<file path="src/rtl/dbg_hs_pkg.sv">
package dbg_hs_pkg;

    typedef enum logic [2:0] {
        HS_IDLE     = 3'd0,
        HS_ACK_LOW  = 3'd1,
        HS_ACK_SPD  = 3'd2,
        HS_SYNC_GAP = 3'd3,
        HS_RESP_LOW = 3'd4,
        HS_RESP_SPD = 3'd5
    } hs_state_e;

    function automatic logic in_response(input hs_state_e st);
        return (st == HS_SYNC_GAP) || (st == HS_RESP_LOW) || (st == HS_RESP_SPD);
    endfunction

endpackage

</file>
<file path="src/rtl/dbg_pin_sync.sv">
module dbg_pin_sync #(
    parameter int STAGES = 2
) (
    input  logic clk,
    input  logic rst_n,
    input  logic pin_raw,
    output logic pin_s
);
    logic [STAGES-1:0] chain_q;

    generate
        for (genvar g = 0; g < STAGES; g++) begin : g_stage
            always_ff @(posedge clk or negedge rst_n) begin
                if (!rst_n) begin
                    chain_q[g] <= 1'b1;
                end else if (g == 0) begin
                    chain_q[g] <= pin_raw;
                end else begin
                    chain_q[g] <= chain_q[(g > 0) ? g - 1 : 0];
                end
            end
        end
    endgenerate

    assign pin_s = chain_q[STAGES-1];
endmodule

</file>
<file path="src/rtl/dbg_low_meter.sv">
module dbg_low_meter #(
    parameter int SYNC_MIN = 128,
    localparam int CNT_W = $clog2(SYNC_MIN + 1)
) (
    input  logic             clk,
    input  logic             rst_n,
    input  logic             pin_s,
    input  logic             blank,
    output logic             sync_hit,
    output logic [CNT_W-1:0] low_run
);
    localparam logic [CNT_W-1:0] CAP = CNT_W'(SYNC_MIN);

    logic [CNT_W-1:0] run_q;

    always_ff @(posedge clk or negedge rst_n) begin
        if (!rst_n) begin
            run_q <= '0;
        end else if (blank || pin_s) begin
            run_q <= '0;
        end else if (run_q != CAP) begin
            run_q <= run_q + 1'b1;
        end
    end

    assign sync_hit = !blank && pin_s && (run_q == CAP);
    assign low_run  = run_q;
endmodule

</file>
<file path="src/rtl/dbg_cmd_track.sv">
module dbg_cmd_track #(
    parameter int              OP_W   = 8,
    parameter logic [OP_W-1:0] OP_ON  = 8'hD5,
    parameter logic [OP_W-1:0] OP_OFF = 8'hD6
) (
    input  logic            clk,
    input  logic            rst_n,
    input  logic            cmd_valid,
    input  logic [OP_W-1:0] cmd_op,
    input  logic            done,
    input  logic            sync_hit,
    output logic            ack_req,
    output logic            abort
);
    logic pend_q;
    logic en_q;
    logic abort_q;
    logic is_hs_op;

    assign is_hs_op = (cmd_op == OP_ON) || (cmd_op == OP_OFF);

    always_ff @(posedge clk or negedge rst_n) begin
        if (!rst_n) begin
            pend_q  <= 1'b0;
            en_q    <= 1'b0;
            abort_q <= 1'b0;
        end else begin
            abort_q <= sync_hit && pend_q;
            if (cmd_valid && cmd_op == OP_ON) begin
                en_q <= 1'b1;
            end else if (cmd_valid && cmd_op == OP_OFF) begin
                en_q <= 1'b0;
            end
            if (sync_hit) begin
                pend_q <= 1'b0;
            end else if (cmd_valid && !is_hs_op) begin
                pend_q <= 1'b1;
            end else if (done) begin
                pend_q <= 1'b0;
            end
        end
    end

    assign ack_req = done && pend_q && en_q && !sync_hit;
    assign abort   = abort_q;
endmodule

</file>
<file path="src/rtl/dbg_hs_fsm.sv">
module dbg_hs_fsm
    import dbg_hs_pkg::*;
#(
    parameter int ACK_LOW  = 16,
    parameter int RESP_GAP = 4,
    parameter int RESP_LOW = 128,
    localparam int MAX_A   = (ACK_LOW > RESP_GAP) ? ACK_LOW : RESP_GAP,
    localparam int MAX_T   = (MAX_A > RESP_LOW) ? MAX_A : RESP_LOW,
    localparam int TMR_W   = $clog2(MAX_T + 1)
) (
    input  logic clk,
    input  logic rst_n,
    input  logic sync_hit,
    input  logic ack_req,
    output logic drive_low,
    output logic drive_high,
    output logic blank
);
    localparam logic [TMR_W-1:0] ACK_END  = TMR_W'(ACK_LOW - 1);
    localparam logic [TMR_W-1:0] GAP_END  = TMR_W'(RESP_GAP - 1);
    localparam logic [TMR_W-1:0] RESP_END = TMR_W'(RESP_LOW - 1);

    hs_state_e        state_q, state_d;
    logic [TMR_W-1:0] tmr_q, tmr_d;

    always_comb begin
        state_d = state_q;
        tmr_d   = tmr_q + 1'b1;
        unique case (state_q)
            HS_IDLE: begin
                tmr_d = '0;
                if (sync_hit)     state_d = HS_SYNC_GAP;
                else if (ack_req) state_d = HS_ACK_LOW;
            end
            HS_ACK_LOW: begin
                if (sync_hit) begin
                    state_d = HS_SYNC_GAP;
                    tmr_d   = '0;
                end else if (tmr_q == ACK_END) begin
                    state_d = HS_ACK_SPD;
                    tmr_d   = '0;
                end
            end
            HS_ACK_SPD: begin
                tmr_d   = '0;
                state_d = sync_hit ? HS_SYNC_GAP : HS_IDLE;
            end
            HS_SYNC_GAP: begin
                if (tmr_q == GAP_END) begin
                    state_d = HS_RESP_LOW;
                    tmr_d   = '0;
                end
            end
            HS_RESP_LOW: begin
                if (tmr_q == RESP_END) begin
                    state_d = HS_RESP_SPD;
                    tmr_d   = '0;
                end
            end
            HS_RESP_SPD: begin
                state_d = HS_IDLE;
                tmr_d   = '0;
            end
            default: begin
                state_d = HS_IDLE;
                tmr_d   = '0;
            end
        endcase
    end

    always_ff @(posedge clk or negedge rst_n) begin
        if (!rst_n) begin
            state_q <= HS_IDLE;
            tmr_q   <= '0;
        end else begin
            state_q <= state_d;
            tmr_q   <= tmr_d;
        end
    end

    always_comb begin
        drive_low  = 1'b0;
        drive_high = 1'b0;
        unique case (state_q)
            HS_ACK_LOW, HS_RESP_LOW: drive_low  = 1'b1;
            HS_ACK_SPD, HS_RESP_SPD: drive_high = 1'b1;
            default: ;
        endcase
        blank = in_response(state_q);
    end
endmodule

</file>
<file path="src/rtl/sw_dbg_handshake.sv">
module sw_dbg_handshake #(
    parameter int              OP_W       = 8,
    parameter logic [OP_W-1:0] OP_ACK_ON  = 8'hD5,
    parameter logic [OP_W-1:0] OP_ACK_OFF = 8'hD6,
    parameter int              SYNC_MIN   = 128,
    parameter int              ACK_LOW    = 16,
    parameter int              RESP_GAP   = 4,
    parameter int              RESP_LOW   = 128,
    parameter int              SYNC_STG   = 2,
    localparam int             CNT_W      = $clog2(SYNC_MIN + 1)
) (
    input  logic            clk,
    input  logic            rst_n,
    input  logic            pin_i,
    input  logic            cmd_valid_i,
    input  logic [OP_W-1:0] cmd_op_i,
    input  logic            done_i,
    output logic            drive_low_o,
    output logic            drive_high_o,
    output logic            abort_o
);
    logic             pin_s;
    logic             blank;
    logic             sync_hit;
    logic             ack_req;
    logic [CNT_W-1:0] low_run;

    dbg_pin_sync #(.STAGES(SYNC_STG)) u_sync (
        .clk     (clk),
        .rst_n   (rst_n),
        .pin_raw (pin_i),
        .pin_s   (pin_s)
    );

    dbg_low_meter #(.SYNC_MIN(SYNC_MIN)) u_meter (
        .clk      (clk),
        .rst_n    (rst_n),
        .pin_s    (pin_s),
        .blank    (blank),
        .sync_hit (sync_hit),
        .low_run  (low_run)
    );

    dbg_cmd_track #(.OP_W(OP_W), .OP_ON(OP_ACK_ON), .OP_OFF(OP_ACK_OFF)) u_track (
        .clk       (clk),
        .rst_n     (rst_n),
        .cmd_valid (cmd_valid_i),
        .cmd_op    (cmd_op_i),
        .done      (done_i),
        .sync_hit  (sync_hit),
        .ack_req   (ack_req),
        .abort     (abort_o)
    );

    dbg_hs_fsm #(.ACK_LOW(ACK_LOW), .RESP_GAP(RESP_GAP), .RESP_LOW(RESP_LOW)) u_fsm (
        .clk        (clk),
        .rst_n      (rst_n),
        .sync_hit   (sync_hit),
        .ack_req    (ack_req),
        .drive_low  (drive_low_o),
        .drive_high (drive_high_o),
        .blank      (blank)
    );
endmodule

</file>
<file path="config.mk">
export PLATFORM = sky130hd
export DESIGN_NAME = sw_dbg_handshake
export DESIGN_NICKNAME = d
export VERILOG_FILES = /design/src/rtl/dbg_hs_pkg.sv /design/src/rtl/dbg_pin_sync.sv /design/src/rtl/dbg_low_meter.sv /design/src/rtl/dbg_cmd_track.sv /design/src/rtl/dbg_hs_fsm.sv /design/src/rtl/sw_dbg_handshake.sv
export SDC_FILE = /design/constraint.sdc
export NUM_CORES = 1
export LEC_CHECK = 0
export ABC_AREA = 1
export BUFFER_PORTS_ARGS = -buffer_cell sky130_fd_sc_hd__buf_2
export CELL_PAD_IN_SITES_DETAIL_PLACEMENT = 0
export CELL_PAD_IN_SITES_GLOBAL_PLACEMENT = 2
export CORE_MARGIN = 2
export CORE_UTILIZATION = 34
export DETAILED_ROUTE_END_ITERATION = 16
export PLACE_DENSITY = 0.82
export SETUP_SLACK_MARGIN = 0.2
export SLEW_MARGIN = 10
export SYNTH_ARGS = -nofsm -noshare
export SYNTH_HDL_FRONTEND = slang
export SYNTH_SLANG_ARGS = --single-unit
</file>
<file path="constraint.sdc">
create_clock -name clk -period 1.55 [get_ports clk]
set_input_delay 0.2325 -clock clk [delete_from_list [all_inputs] [get_ports clk]]
set_output_delay 0.2325 -clock clk [all_outputs]
set_load 0.05 [all_outputs]
</file>
==> results.md, run 1 <==
STA:
- The final critical delay including setup and external delays is ~1.5 ns.
- The maximum frequency from static timing analysis is between 0.6 and 0.7 GHz.
- The actual slew at the worst max-slew pin is roughly 0.55 ns.
- The worst slew margin relative to its limit is a little over three fifths.
- The max-slew violation total from the final report came to 0.
- Setup repair after global routing could not meet its margin everywhere.
- Setup violations remaining at the end of the flow were counted as 0.
- The hold violation count in the final report is 0.
- The part of the cycle the worst path needs is around 96%.
- The setup skew after layout is between 0.003 and 0.004 ns.

Finish:
- The antenna diode count is 0.
- After routing the design area is between 2000 and 2500 µm².
- The most common library cell in the layout ignoring fill and taps is sky130_fd_sc_hd__nand2_1.
- Compared with the post-synthesis result, the final layout area differs by 48.3%.
- The top cell types in the final layout, fill and taps aside, are 31 x sky130_fd_sc_hd__nand2_1, 20 x sky130_fd_sc_hd__buf_4, 20 x sky130_fd_sc_hd__dfrtp_1.
- The share of final-layout standard cells stronger than drive strength 1 is between 50% and 60%.
- The final net count is 239.

Worst hold path:
- The class of the tightest hold or removal check is in2reg.
- Counting instances, the worst hold path has a depth of 1.

Synth:
- The synthesized flop and latch total is 24.
- Counting every instance in the synthesized netlist gives roughly 170.
- The number of synthesized flops with an enable pin is 0.
- Yosys printed 0 warnings.
- For this run, the register share of the synthesized area comes to a little over two fifths.
- The share of async-settable or async-resettable flops after synthesis is 100%.
- Counting distinct cell types in the post-synthesis netlist gives 32.
- The mapped netlist covers approximately 1400 µm².
- In this run the mean area of a mapped cell was 8.11 µm².
- The most used flip-flop cell after synthesis is sky130_fd_sc_hd__dfrtp_1.
- The net count after synthesis is 190.

Floorplanning:
- The die is between 60 and 70 µm wide.
- In this run the vertical extent of the chip is approximately 70 µm.
- During I/O placement, the number of pins put on the boundary was 16.
- After floorplanning, the core was sized to cover between 4000 and 5000 µm².
- Row generation in the floorplan step produced 23 rows.
- For this configuration, the core starts out at a cell density of roughly a third.
- The die area is 4680 µm².

Global routing:
- The number of antenna violations at the first check in global routing came to 0.
- The first-pass GRT wire length is about 5700 µm.
- Entering global routing, the biggest net connects 25 pins.
- After global routing the overflow that remains totals 0.
- The number of global-route vias before repair was roughly 1,300.
- Global routing consumed, over all layers together, between 10% and 20% of the routing resources.

Route:
- The average wire per cell in the routed design is 12.8 µm.
- The initial DRC count is 62.
- The detail route stage leaves a number of antenna-violating nets equal to 0.
- After detailed routing, the total wire length is around 3500 µm.
- The via density per instance is between 4 and 5.
- The number of search-and-repair iterations in the first detailed-routing pass is 4.
- The DRC violation count after routing is 0.
- Summing over every cut layer, the via total after detailed routing is 1,318.

Power:
- Net switching is 40.8% of the power.
- Combinational cells account for between 50% and 60% of the total power.
- The worst vdd rail ir drop is ~0.65 mV.
- The proportion of power drawn by the clock network is 13.6%.
- The leakage power is approximately 0.97 nW.
- Summing internal, switching and leakage power gives between 2 and 3 mW.
- The internal power consumption is roughly 1.7 mW.
- The power per standard cell area is 1350 nW/µm².
- Of the total power, registers draw ~29%.
- The reported net switching power is between 1 and 1.5 mW.

Worst setup path:
- Data on the critical path is required at its endpoint by ~1.3 ns.
- Setup slack on the worst reg-to-reg path comes out at roughly 0.080 ns.
- In this run the critical register-to-register path is captured at u_fsm.tmr_q[3].
- The largest fanout on the critical path is 4.
- The nature of the critical path startpoint is a flip-flop.
- STA puts the critical path data arrival time at between 1 and 1.5 ns.
- The worst setup path is captured at an output port.
- The end of the critical path is drive_low_o.
- In this run the critical register-to-register path is launched from u_fsm.state_q[0].
- In this run the worst setup path begins at u_fsm.state_q[1].
- The path depth of the worst reg2reg path is 7.
- The type of the worst setup path is reg2out.

Clock network:
- The worst-skew pair later-pin latency is roughly 0.26 ns.
- The H-tree level count is 1.
- The root buffer cell is sky130_fd_sc_hd__clkbuf_8.
- The maximum clock insertion buffer count is 2.
- The clock transition at the register clock pins on the worst setup and hold paths after CTS is ~0.09 ns.
- The number of clock sinks is 24.
- TritonCTS built the clock tree.
- The clock buffer count from CTS is 3.

Place:
- The placed cell area is between 1500 and 2000 µm².
- During placement, the flow inserted port buffers numbering 15.
- The HPWL reported at the end of detailed placement is roughly 2300 µm.
- The routability congestion estimate is roughly 0.76.

Job:
- Across the run, the number of max-cap violations was 0.

Run status:
- The run finished with clean final reports.
worst min-delay path by stage:
stage	end	slack, ns	from
floorplan	u_fsm.state_q[0]	-0.06	rst_n
global placement	u_meter.low_run[3]	0.25	rst_n
detailed placement	u_meter.low_run[2]	0.26	rst_n
CTS	u_sync.chain_q[0]	0.05	pin_i
global route	u_sync.chain_q[0]	0.04	pin_i
finish	u_sync.chain_q[0]	0.06	pin_i
cell type report:
type / count / area, µm²
repair buffers: 45 / 357
clock buffers: 4 / 45.0
fillers: 367 / 1910
flip-flops and latches: 24 / 606
inverters: 24 / 95.1
well taps: 50 / 62.6
multi-input cells: 125 / 928
cells by family after synthesis:
family | count (synthesis) | synth area share (%)
xor+xnor | 4 | 2.48
simple gates | 102 | 37.5
flops | 24 | 42.7
buf+inv | 25 | 7.18
compound gates | 16 | 7.45
fa+ha+maj | 3 | 2.66
what timing repair did:
item	in CTS	in global routing
hold buffers	1	0
endpoints found under the hold margin	22	0
gates resized for setup	33	38
pin swaps	10	6
setup endpoints to repair	19	23
setup buffers	16	6
gates cloned	0	0
registers in the layout, indices dropped and copies added, names as in the netlist:
| register | count |
|---|---|
| u_fsm.state_q | 3 |
| u_track.pend_q | 1 |
| u_sync.chain_q | 1 |
| u_meter.low_run | 8 |
| u_sync.pin_s | 1 |
| u_fsm.tmr_q | 8 |
| u_track.en_q | 1 |
| u_track.abort | 1 |
synth_stat cells (2+ instances only):
master                    count  area, µm²
sky130_fd_sc_hd__nand2_1     37        139
sky130_fd_sc_hd__dfrtp_1     22        551
sky130_fd_sc_hd__nor2_1      20       75.1
sky130_fd_sc_hd__inv_1       19       71.3
sky130_fd_sc_hd__nand3_1     15       75.1
sky130_fd_sc_hd__a21oi_1      7       35.0
sky130_fd_sc_hd__nand4_1      6       37.5
sky130_fd_sc_hd__inv_2        5       18.8
sky130_fd_sc_hd__nand3_2      4       40.0
sky130_fd_sc_hd__ha_1         3       37.5
sky130_fd_sc_hd__nor2_2       3       18.8
sky130_fd_sc_hd__nor3_1       3       15.0
sky130_fd_sc_hd__o21ai_0      3       15.0
sky130_fd_sc_hd__xor2_1       3       26.3
sky130_fd_sc_hd__a31oi_1      2       12.5
sky130_fd_sc_hd__and3_1       2       12.5
sky130_fd_sc_hd__dfstp_2      2       52.6
sky130_fd_sc_hd__nand2_2      2       12.5
sky130_fd_sc_hd__nor3b_2      2       25.0
sky130_fd_sc_hd__or2_2        2       12.5
layer usage:
metal | track usage, % | routed length, µm
met5 | 0 | 0
met4 | 5.25 | 38
met3 | 2.14 | 83
met2 | 29.8 | 1960
met1 | 19.5 | 1400
worst max-delay path, cell delays in order, from the launching register on:
cell and delay [ns]:
sky130_fd_sc_hd__dfrtp_2 0.46, sky130_fd_sc_hd__nor3_4 0.23, sky130_fd_sc_hd__inv_2 0.07, sky130_fd_sc_hd__nand2_2 0.08, sky130_fd_sc_hd__buf_8 0.14
metrics by stage:
step           hold slack (ns)  utilization, %  setup TNS [ns]  instances  setup slack (ns)
4_1_cts                 0.0509            47.3               0        266            0.0592
3_3_place_gp             0.248            40.4               0        245            0.0889
5_1_grt                 0.0428            52.3         -0.0623        272           -0.0206
6_report                0.0552            52.3               0        272            0.0670
3_5_place_dp             0.262            40.4               0        245            0.0832
2_1_floorplan          -0.0631               -               0        174             0.186
power by group through the flow:
stage               registers (mW)  clock network, mW  logic (mW)
detailed placement           0.829                  0       0.905
floorplan                    0.809                  0       0.680
CTS                          0.800              0.399        1.38
finish                       0.821              0.387        1.63
global route                 0.833              0.447        1.75
global placement             0.824                  0       0.890
(Power assumes the default switching activity.)
==> run 2: changes to the inputs <==
--- a/config.mk
+++ b/config.mk
@@ -6,7 +6,7 @@
 export NUM_CORES = 1
 export LEC_CHECK = 0
 export ABC_AREA = 1
-export BUFFER_PORTS_ARGS = -buffer_cell sky130_fd_sc_hd__buf_2
+export BUFFER_PORTS_ARGS = -buffer_cell sky130_fd_sc_hd__clkbuf_2
 export CELL_PAD_IN_SITES_DETAIL_PLACEMENT = 0
 export CELL_PAD_IN_SITES_GLOBAL_PLACEMENT = 2
 export CORE_MARGIN = 2
==> run 2 against run 1 <==
Combinational power shrank 2%. Register-to-register slack gained 0.03 ns. Via count grew 1.6%. Clock power grew 11%. Total power shrank 0.14%.
==> results.md, run 2 (same netlist as run 1, synthesis figures left out) <==
Floorplanning:
- For this configuration, the core starts out at a cell density of 35.3%.
- The I/O pin total is 16.
- The core footprint is roughly 4000 µm².
- From bottom edge to top edge, the die measures around 68 µm.
- The die area is ~4700 µm².
- The floorplan has 23 rows.
- The floorplan step set the die width to about 70 µm.

Worst setup path:
- The nature of the critical path startpoint is a flip-flop.
- Data on the critical path arrives at its endpoint at 1.26 ns.
- For the worst setup path, the data required time is around 1.3 ns.
- The largest individual stage delay along the critical path comes from the cell sky130_fd_sc_hd__dfrtp_2.
- The critical path in this run is classified as reg2out.
- The largest fanout on the critical path is 6.
- The buffering stage count on the worst path with inverters included is 2.
- The cell type group with the largest total delay on the critical path is flip-flops.
- The worst setup path is captured at an output port.
- In this design, the stage delay of the slowest critical-path cell is roughly 0.47 ns.
- Walking the worst path, the cells encountered are nor3_4 > inv_2 > nand2_2 > buf_8.

STA:
- In this run the tightest slew margin relative to its limit is about three fifths.
- On the final layout, the worst hold slack is 0.0423 ns.
- The max-slew violation total from the final report is 0.
- The worst path uses between 90% and 100% of the clock period.
- After layout, the worst setup slack is between 0.05 and 0.06 ns.
- The hold violation count in the final report is 0.
- Setup violations remaining at the end of the flow were counted as 0.
- The sum of negative setup slack is 0 ns.
- The actual slew at the worst max-slew pin is between 0.6 and 0.7 ns.
- Setup repair after global routing could not meet its margin everywhere.
- The maximum frequency from static timing analysis is between 0.6 and 0.7 GHz.
- The setup skew after layout is a little over 0.005 ns.
- The smallest clock period supported by the final layout is computed as approximately 1.5 ns.

Finish:
- Relative to the synthesized area, the layout overhead comes to 43.1%.
- After routing the design area is ~2000 µm².
- The post-route netlist has a little under half of its cells at a drive strength greater than 1.
- After the last flow step, the layout net total stands at between 200 and 250.
- The number of antenna diodes in the final layout is 0.
- The library cells used most frequently in the layout, excluding fill and tap cells, are 32 x sky130_fd_sc_hd__nand2_1, 20 x sky130_fd_sc_hd__buf_4, 18 x sky130_fd_sc_hd__dfrtp_1.
- The final core utilization is 50.5%.
- The most common library cell in the layout ignoring fill and taps is sky130_fd_sc_hd__nand2_1.
- In the final layout, the multi-input gates occupy 868 µm².
- The layout has ~380 filler cells.
- In the final layout, flip-flops and latches occupy 608 µm².
- The finished layout holds 270 standard cells, fillers aside.

Place:
- The placed instances occupy a cell area of about 1600 µm².
- The worst slack at placement is 0.0725 ns.
- The congestion estimate from routability-driven global placement came to approximately 0.84.
- The number of buffers added on ports is 15.
- The count of placed standard cells including taps is 244.
- Detailed placement ended at an HPWL of 2280 µm.

Clock network:
- Clock-pin slew was measured on the worst setup and hold paths at 0.09 ns.
- The H-tree level count is 1.
- The number of clock sinks is 24.
- The TritonCTS clock tree is done.
- Buffers inserted during clock tree synthesis total 3.
- The root buffer cell is sky130_fd_sc_hd__clkbuf_8.
- The clock reaches the later pin of the worst-skew pair after about 0.26 ns.
- No sink is reached through more buffers than the 2 on the longest clock path.

Power:
- The design draws roughly 2.8 mW.
- IR analysis of the VDD net gives a maximum drop of about 0.52 mV.
- The sequential share of power is roughly 29%.
- The combinational share of power is between 50% and 60%.
- The internal portion of the total power is ~1.7 mW.
- The proportion of power drawn by the clock network is between 10% and 20%.
- In this run switching power makes up roughly two fifths of total power.
- Summed over all nets, the switching power comes to roughly 1.1 mW.
- Dividing total power by cell area gives a power density of roughly 1400 nW/µm².
- In this run the static leakage power is around 0.97 nW.

Job:
- The tool flagged a number of max-cap violations equal to 0.

Route:
- The aggregate routed wire length is approximately 3500 µm.
- The initial DRC count is 65.
- Using the TritonRoute via totals, the vias-per-cell ratio works out to approximately 5.0.
- The DRC violation count after routing is 0.
- After detailed routing, the average wire length per cell comes to 12.9 µm.
- For this run, the detailed router's first-pass iteration total came to 4.
- The total via count after detailed routing is ~1,300.
- The count of nets left with antenna violations once routing finished came out at 0.

Run status:
- The run finished with clean final reports.

Global routing:
- In the global route stage, overall resource usage came out at between 10% and 20%.
- The total overflow reported by the global router is 0.
- The number of antenna violations at the first check in global routing is 0.
- Entering global routing, the biggest net connects 25 pins.
- The number of global-route vias before repair is between 1,000 and 1,500.
- The first-pass GRT wire length is ~6000 µm.

Worst hold path:
- The class of the tightest hold or removal check is in2reg.
## run 2: cell types whose count changed in the layout (fill, tap and decap cells not counted), sizes merged
cell,delta
buf,-16
clkbuf,+13
clkinv,-1
inv,+1
nand3,+1
## run 2: final timing paths
path	endpoint	slack, ns	cells after the start	from
setup / recovery	drive_low_o	0.05	4	u_fsm.state_q[2]
hold / removal	u_sync.chain_q[0]	0.04	1	pin_i
setup reg to reg	u_fsm.tmr_q[6]	0.11	7	u_fsm.tmr_q[0]
hold reg to reg	u_sync.pin_s	0.36	0	u_sync.chain_q[0]
max in group asynchronous	u_fsm.state_q[1]	0.61	2	rst_n
min in group asynchronous	u_meter.low_run[5]	0.50	2	rst_n
## run 2: cell type report
type	instances	area share, %
inverters	24	4.46
well taps	50	3.10
flip-flops and latches	24	30.1
multi-input cells	126	43.0
repair buffers	42	16.6
clock buffers	4	2.73
## run 2: power groups by stage
| stage | Sequential [mW] | Clock (mW) | Combinational [mW] |
|---|---|---|---|
| after global placement | 0.827 | 0 | 0.890 |
| after floorplan | 0.809 | 0 | 0.680 |
| after CTS | 0.814 | 0.443 | 1.38 |
| after detailed placement | 0.833 | 0 | 0.904 |
| after global routing | 0.826 | 0.475 | 1.72 |
| final | 0.815 | 0.428 | 1.59 |
## run 2: routing by layer
layer  track usage, %  share of wire [%]
met1             19.2                 41
met4             6.75                1.8
met2             30.9                 55
met5                0                  0
met3             1.97                2.3
## run 2: what timing repair did
item,CTS,global route
cloned,1,0
pin swaps,10,12
hold endpoints to repair,22,0
resized for setup,37,15
hold buffers,1,0
setup buffers,14,6
endpoints found under the setup margin,18,22
